## config.mk

```make
export PLATFORM = sky130hd
export DESIGN_NAME = dual_gain_spi
export DESIGN_NICKNAME = d
export VERILOG_FILES = /design/src/rtl/dgs_pkg.sv /design/src/rtl/dgs_spi_frontend.sv /design/src/rtl/dgs_fast_attack.sv /design/src/rtl/dgs_reg_bank.sv /design/src/rtl/dual_gain_spi.sv
export SDC_FILE = /design/constraint.sdc
export NUM_CORES = 1
export LEC_CHECK = 0
export ABC_AREA = 1
export BUFFER_PORTS_ARGS = -buffer_cell sky130_fd_sc_hd__buf_2
export CAP_MARGIN = 5
export CORE_ASPECT_RATIO = 2
export CORE_MARGIN = 2
export CORE_UTILIZATION = 58
export DETAILED_ROUTE_END_ITERATION = 16
export GPL_ROUTABILITY_DRIVEN = 0
export PLACE_DENSITY = 0.79
export RECOVER_POWER = 50
export SETUP_SLACK_MARGIN = 0.4
export SLEW_MARGIN = 0
export SYNTH_ARGS = -nofsm -noshare
export SYNTH_HDL_FRONTEND = slang
export SYNTH_SLANG_ARGS = --single-unit
```

## constraint.sdc

```tcl
create_clock -name clk -period 2.6 [get_ports clk]
set_input_delay 0.39 -clock clk [delete_from_list [all_inputs] [get_ports clk]]
set_output_delay 0.39 -clock clk [all_outputs]
set_load 0.05 [all_outputs]
```

## src/rtl/dgs_pkg.sv

```systemverilog
package dgs_pkg;
  localparam int FRAME_W  = 16;
  localparam int GAIN_W   = 6;
  localparam int STEP_W   = 2;
  localparam int RD_W     = FRAME_W - 1;
  localparam int CNT_W    = $clog2(FRAME_W + 2);
  localparam int FA_BASE  = 4;

  typedef struct packed {
    logic [STEP_W-1:0] step;
    logic [GAIN_W-1:0] gain;
  } chan_reg_t;

  function automatic logic [GAIN_W-1:0] fa_code(input logic [GAIN_W-1:0] g,
                                                input logic [STEP_W-1:0] s);
    logic [GAIN_W+1:0] add;
    logic [GAIN_W+1:0] sum;
    add = (GAIN_W+2)'(FA_BASE) << s;
    sum = {2'b00, g} + add;
    if (sum > (GAIN_W+2)'({GAIN_W{1'b1}})) fa_code = {GAIN_W{1'b1}};
    else fa_code = sum[GAIN_W-1:0];
  endfunction
endpackage

```

## src/rtl/dgs_spi_frontend.sv

```systemverilog
module dgs_spi_frontend
  import dgs_pkg::*;
#(
  parameter int NCH = 2
) (
  input  logic                 clk,
  input  logic                 rst_n,
  input  logic                 sclk,
  input  logic [NCH-1:0]       cs_n,
  input  logic                 sdio_in,
  output logic                 sdio_out,
  output logic                 sdio_oe,
  output logic [NCH-1:0]       rd_sel,
  input  logic [RD_W-1:0]      rd_word,
  output logic                 wr_valid,
  output logic [NCH-1:0]       wr_mask,
  output logic [FRAME_W-1:0]   wr_data
);
  logic               sclk_q;
  logic               active;
  logic               reading;
  logic [NCH-1:0]     mask;
  logic [CNT_W-1:0]   cnt;
  logic [FRAME_W-1:0] shreg;
  logic [RD_W-1:0]    out_sh;

  wire rise      = sclk & ~sclk_q;
  wire fall      = ~sclk & sclk_q;
  wire all_high  = &cs_n;
  wire [NCH-1:0] mask_nx = mask | ~cs_n;
  wire single    = $onehot(mask_nx);

  assign rd_sel = mask_nx;

  always_ff @(posedge clk or negedge rst_n) begin
    if (!rst_n) begin
      sclk_q   <= 1'b0;
      active   <= 1'b0;
      reading  <= 1'b0;
      mask     <= '0;
      cnt      <= '0;
      shreg    <= '0;
      out_sh   <= '0;
      sdio_out <= 1'b0;
      sdio_oe  <= 1'b0;
      wr_valid <= 1'b0;
      wr_mask  <= '0;
      wr_data  <= '0;
    end else begin
      sclk_q   <= sclk;
      wr_valid <= 1'b0;
      if (!active) begin
        if (!all_high) begin
          active  <= 1'b1;
          mask    <= ~cs_n;
          cnt     <= '0;
          reading <= 1'b0;
          sdio_oe <= 1'b0;
        end
      end else if (all_high) begin
        active   <= 1'b0;
        reading  <= 1'b0;
        sdio_oe  <= 1'b0;
        wr_valid <= (cnt == CNT_W'(FRAME_W)) && !shreg[FRAME_W-1];
        wr_mask  <= mask;
        wr_data  <= shreg;
      end else begin
        mask <= mask_nx;
        if (rise) begin
          shreg <= {shreg[FRAME_W-2:0], sdio_in};
          if (cnt != CNT_W'(FRAME_W + 1)) cnt <= cnt + 1'b1;
          if (cnt == '0 && sdio_in && single) begin
            reading <= 1'b1;
            out_sh  <= rd_word;
          end
        end
        if (!single) begin
          reading <= 1'b0;
          sdio_oe <= 1'b0;
        end else if (fall && reading) begin
          sdio_oe  <= 1'b1;
          sdio_out <= out_sh[RD_W-1];
          out_sh   <= {out_sh[RD_W-2:0], 1'b0};
        end
      end
    end
  end


  drive_only_reading_chk: assert property (@(posedge clk) disable iff (!rst_n)
    sdio_oe |-> (active && reading));

  no_contention_chk: assert property (@(posedge clk) disable iff (!rst_n)
    sdio_oe |-> $onehot(mask));

  strobe_at_end_chk: assert property (@(posedge clk) disable iff (!rst_n)
    wr_valid |-> (!active && $past(active)));

  cnt_bound_chk: assert property (@(posedge clk) disable iff (!rst_n)
    cnt <= CNT_W'(FRAME_W + 1));
endmodule

```

## src/rtl/dgs_fast_attack.sv

```systemverilog
module dgs_fast_attack
  import dgs_pkg::*;
(
  input  logic              clk,
  input  logic              rst_n,
  input  chan_reg_t         cfg,
  input  logic              fa_on,
  output logic [GAIN_W-1:0] code
);
  assign code = fa_on ? fa_code(cfg.gain, cfg.step) : cfg.gain;


  fa_monotone_chk: assert property (@(posedge clk) disable iff (!rst_n)
    fa_on |-> (code > cfg.gain || code == {GAIN_W{1'b1}}));

  fa_idle_chk: assert property (@(posedge clk) disable iff (!rst_n)
    !fa_on |-> (code == cfg.gain));
endmodule

```

## src/rtl/dgs_reg_bank.sv

```systemverilog
module dgs_reg_bank
  import dgs_pkg::*;
#(
  parameter int NCH = 2
) (
  input  logic                  clk,
  input  logic                  rst_n,
  input  logic                  wr_valid,
  input  logic [NCH-1:0]        wr_mask,
  input  logic [FRAME_W-1:0]    wr_data,
  input  logic [NCH-1:0]        rd_sel,
  output logic [RD_W-1:0]       rd_word,
  output chan_reg_t [NCH-1:0]   regs
);
  for (genvar c = 0; c < NCH; c++) begin : g_ch
    always_ff @(posedge clk or negedge rst_n) begin
      if (!rst_n) regs[c] <= '0;
      else if (wr_valid && wr_mask[c])
        regs[c] <= wr_data[STEP_W+GAIN_W-1:0];
    end


    hold_unless_written_chk: assert property (@(posedge clk) disable iff (!rst_n)
      !(wr_valid && wr_mask[c]) |=> $stable(regs[c]));
  end

  always_comb begin
    rd_word = '0;
    for (int c = 0; c < NCH; c++)
      if (rd_sel[c]) rd_word = RD_W'(regs[c]);
  end
endmodule

```

## src/rtl/dual_gain_spi.sv

```systemverilog
module dual_gain_spi
  import dgs_pkg::*;
#(
  parameter int NCH = 2
) (
  input  logic                  clk,
  input  logic                  rst_n,
  input  logic                  sclk,
  input  logic [NCH-1:0]        cs_n,
  input  logic                  sdio_in,
  output logic                  sdio_out,
  output logic                  sdio_oe,
  input  logic [NCH-1:0]        fa_in,
  output logic [NCH*GAIN_W-1:0] gain_code
);
  logic                 wr_valid;
  logic [NCH-1:0]       wr_mask;
  logic [FRAME_W-1:0]   wr_data;
  logic [NCH-1:0]       rd_sel;
  logic [RD_W-1:0]      rd_word;
  chan_reg_t [NCH-1:0]  regs;

  dgs_spi_frontend #(.NCH(NCH)) fe_i (
    .clk(clk), .rst_n(rst_n), .sclk(sclk), .cs_n(cs_n), .sdio_in(sdio_in),
    .sdio_out(sdio_out), .sdio_oe(sdio_oe), .rd_sel(rd_sel), .rd_word(rd_word),
    .wr_valid(wr_valid), .wr_mask(wr_mask), .wr_data(wr_data)
  );

  dgs_reg_bank #(.NCH(NCH)) bank_i (
    .clk(clk), .rst_n(rst_n), .wr_valid(wr_valid), .wr_mask(wr_mask),
    .wr_data(wr_data), .rd_sel(rd_sel), .rd_word(rd_word), .regs(regs)
  );

  for (genvar c = 0; c < NCH; c++) begin : g_fa
    dgs_fast_attack fa_i (
      .clk(clk), .rst_n(rst_n), .cfg(regs[c]), .fa_on(fa_in[c]),
      .code(gain_code[c*GAIN_W +: GAIN_W])
    );
  end
endmodule

```

==> impl_metrics.json <==
{
  "period_minus_slack_ns": 2.517,
  "end_kind": "output port",
  "finalHoldViolCount": 0,
  "synth.avg_cell_area_um2": 8.107,
  "synth_edf_count": 0,
  "tightest_slew_ns": 1.674,
  "grt_max_degree": 71,
  "grt_remaining_overflow": 0,
  "p_leak_nw": 2.199,
  "synth_cell_types": 32,
  "place_inst": 517,
  "ys_ff_latch": 70,
  "cts_tree": "yes",
  "htree_levels": 3,
  "fin_tns_setup_ns": 0,
  "power.density_mw_per_mm2": 781.3,
  "hold_path.class": "primary input to register",
  "ys_seq_area_share_pct": 48.66,
  "setup_viol": 0,
  "cp_cell_sequence": "nor2_2, ha_2, inv_2, fa_2, inv_2, nand2_2, nand2_2, a21oi_2, nor2_2, inv_2, o21ai_2, buf_6",
  "crit_path_max_incr_delay_ns": 0.40,
  "initial_core_util_pct": 59.94,
  "period_share_pct": 96.81,
  "n_antenna_cell": 0,
  "fin_nets": 495,
  "clkTransAtPathRegs_ns": 0.05,
  "num_rows": 40,
  "viasPerCell": 5.477,
  "die_h_um": 115.4,
  "grt_pass1_wl_um": 12660,
  "max_freq_mhz": 397.3,
  "dpl.hpwl_um": 5104,
  "syn_area_mm2": 0.003600,
  "ys.flop_type": "dfrtp_1",
  "worst_ep_required_time_ns": 2.21,
  "stdcell_area_mm2": 0.004343,
  "pin_count": 22,
  "portBuffers": 21,
  "synth_nets": 465,
  "ys_warn_count": 0,
  "layout-drive-gt1-share_pct": 18.83,
  "critPathBufInv": 4,
  "routed_wl_um": 7482,
  "initialDrtViolationCount": 163,
  "avgRoutedWirePerCell_um": 13.83,
  "die_width_um": 59.71,
  "irDropWorstVdd_uv": 602.0,
  "cp_slowest_cell": "dfrtp_1",
  "fin_cells": 541,
  "hold-worst-slack_ns": 0.1954,
  "antenna_found_initial": 0,
  "clk_latency_ns": 0.33,
  "grt_use_total_pct": 24.41,
  "grt_pass1_vias": 2974,
  "synthCells": 444,
  "cts.sinks": 70,
  "fin_worst_skew_ns": 0.008275,
  "hold_buffers": 0,
  "coreArea_mm2": 0.006006,
  "area_growth_pct": 20.65,
  "drc": 0,
  "startpoint_type": "register",
  "final_cell_mix": "103 x nand2_1, 70 x dfrtp_1, 66 x inv_1",
  "clockBufferDepth": 2,
  "fill_cells": 453,
  "critPathTopFamily": "adder cells",
  "final_common_cell": "nand2_1",
  "status": "complete, but fails checks",
  "cp.arrival_ns": 2.13,
  "rsz0062_at_grt": "yes",
  "violations": "max-capacitance violations, max-slew violations",
  "cts_root_buffer": "clkbuf_16",
  "dpl_cell_area_mm2": 0.003757,
  "slew_headroom_pct": -11.59,
  "timing.critical_path.mode_cell": "inv_2",
  "maxCapViolCount": 1,
  "ys_async_sr_fraction_pct": 100.0,
  "drv_slew": 71,
  "dr_total_vias": 2963,
  "cts_buffers": 9,
  "first_pass_iters": 4,
  "cp_max_fo": 4,
  "ant_nets": 0,
  "crit_type": "register to output port",
  "die_area_mm2": 0.006891
}
[logic make-up after synthesis]
logic type	Yosys count	share of synthesized area, %
buf+inv	86	9.698
xor+xnor	3	0.7301
flops	70	48.66
fa+ha+maj	13	4.936
compound gates	91	13.17
simple gates	181	22.80
[metrics by stage]
stage | power (mW) | util [%] | worst slack (ns)
2_1_floorplan | 1.698 | - | 0.3444
3_3_place_gp | 1.800 | 62.56 | 0.3109
3_5_place_dp | 1.827 | 62.56 | 0.2133
4_1_cts | 3.413 | 71.40 | 0.07189
5_1_grt | 3.550 | 72.31 | -0.02976
6_report | 3.393 | 72.31 | 0.08293
[synthesized netlist by cell type, types with 3 or more instances]
library cell / n / area, um2
buf_2: 4 / 20.02
nand2_4: 4 / 45.04
nor2_4: 6 / 67.56
clkbuf_1: 5 / 18.77
nand2_1: 111 / 416.7
ha_1: 11 / 137.6
a31oi_1: 3 / 18.77
nand4_1: 6 / 37.54
o21ai_0: 52 / 260.3
a21oi_1: 28 / 140.1
dfrtp_1: 70 / 1752
nand3_1: 18 / 90.09
nor2_1: 26 / 97.59
inv_1: 69 / 259.0
nand2_2: 3 / 18.77
inv_2: 4 / 15.01
o31ai_1: 3 / 22.52
[registers in the layout (all words and copies together) (netlist names)]
name	flops
fe_i.shreg	16
bank_i.regs	16
fe_i.sdio_oe	1
fe_i.wr_valid	1
fe_i.cnt	5
fe_i.wr_mask	2
fe_i.reading	1
fe_i.wr_data	8
fe_i.active	1
fe_i.sdio_out	1
fe_i.out_sh	15
fe_i.mask	2
fe_i.sclk_q	1
[layer usage]
metal / up-vias / wire length, um / share of wire, % / GRT usage [%]
li1: 1465 / - / - / -
met3: 25 / 209 / 2.8 / 5.357
met5: - / 0 / 0 / 0
met1: 1404 / 2856 / 38 / 26.38
met4: 0 / 297 / 4.0 / 14.37
met2: 69 / 4118 / 55 / 42.03
[final timing paths]
path / cells after the start / start / endpoint / slack (ns)
min reg2reg: 1 / fe_i.shreg[15] / fe_i.wr_valid / 0.45
max reg2reg: 9 / fe_i.cnt[0] / fe_i.out_sh[10] / 0.98
min: 1 / sclk / fe_i.sclk_q / 0.20
max in group asynchronous: 2 / rst_n / fe_i.sdio_out / 1.02
min in group asynchronous: 2 / rst_n / fe_i.shreg[9] / 0.58
max: 12 / bank_i.regs[6] / gain_code[2] / 0.08
[report_power, final]
part | internal, mW | switching, mW
combinational | 0.162 | 0.287
sequential | 1.26 | 0.109
clock | 1.13 | 0.449
[repair_timing]
action,4_1_cts,5_1_grt
setup endpoints to repair,12,12
setup buffers,6,3
pin swaps,3,11
resized for setup,36,16
[area by class of cell]
type	count	area (um2)	area share [%]
timing repair buffer	31	274.0	6.309
sequential	70	1752	40.33
multi-input combinational	288	1574	36.24
inverter	74	280.3	6.453
tap	63	78.83	1.815
clock buffer	9	225.2	5.186
clock inverter	6	158.9	3.659
(Power assumes the default switching activity.)
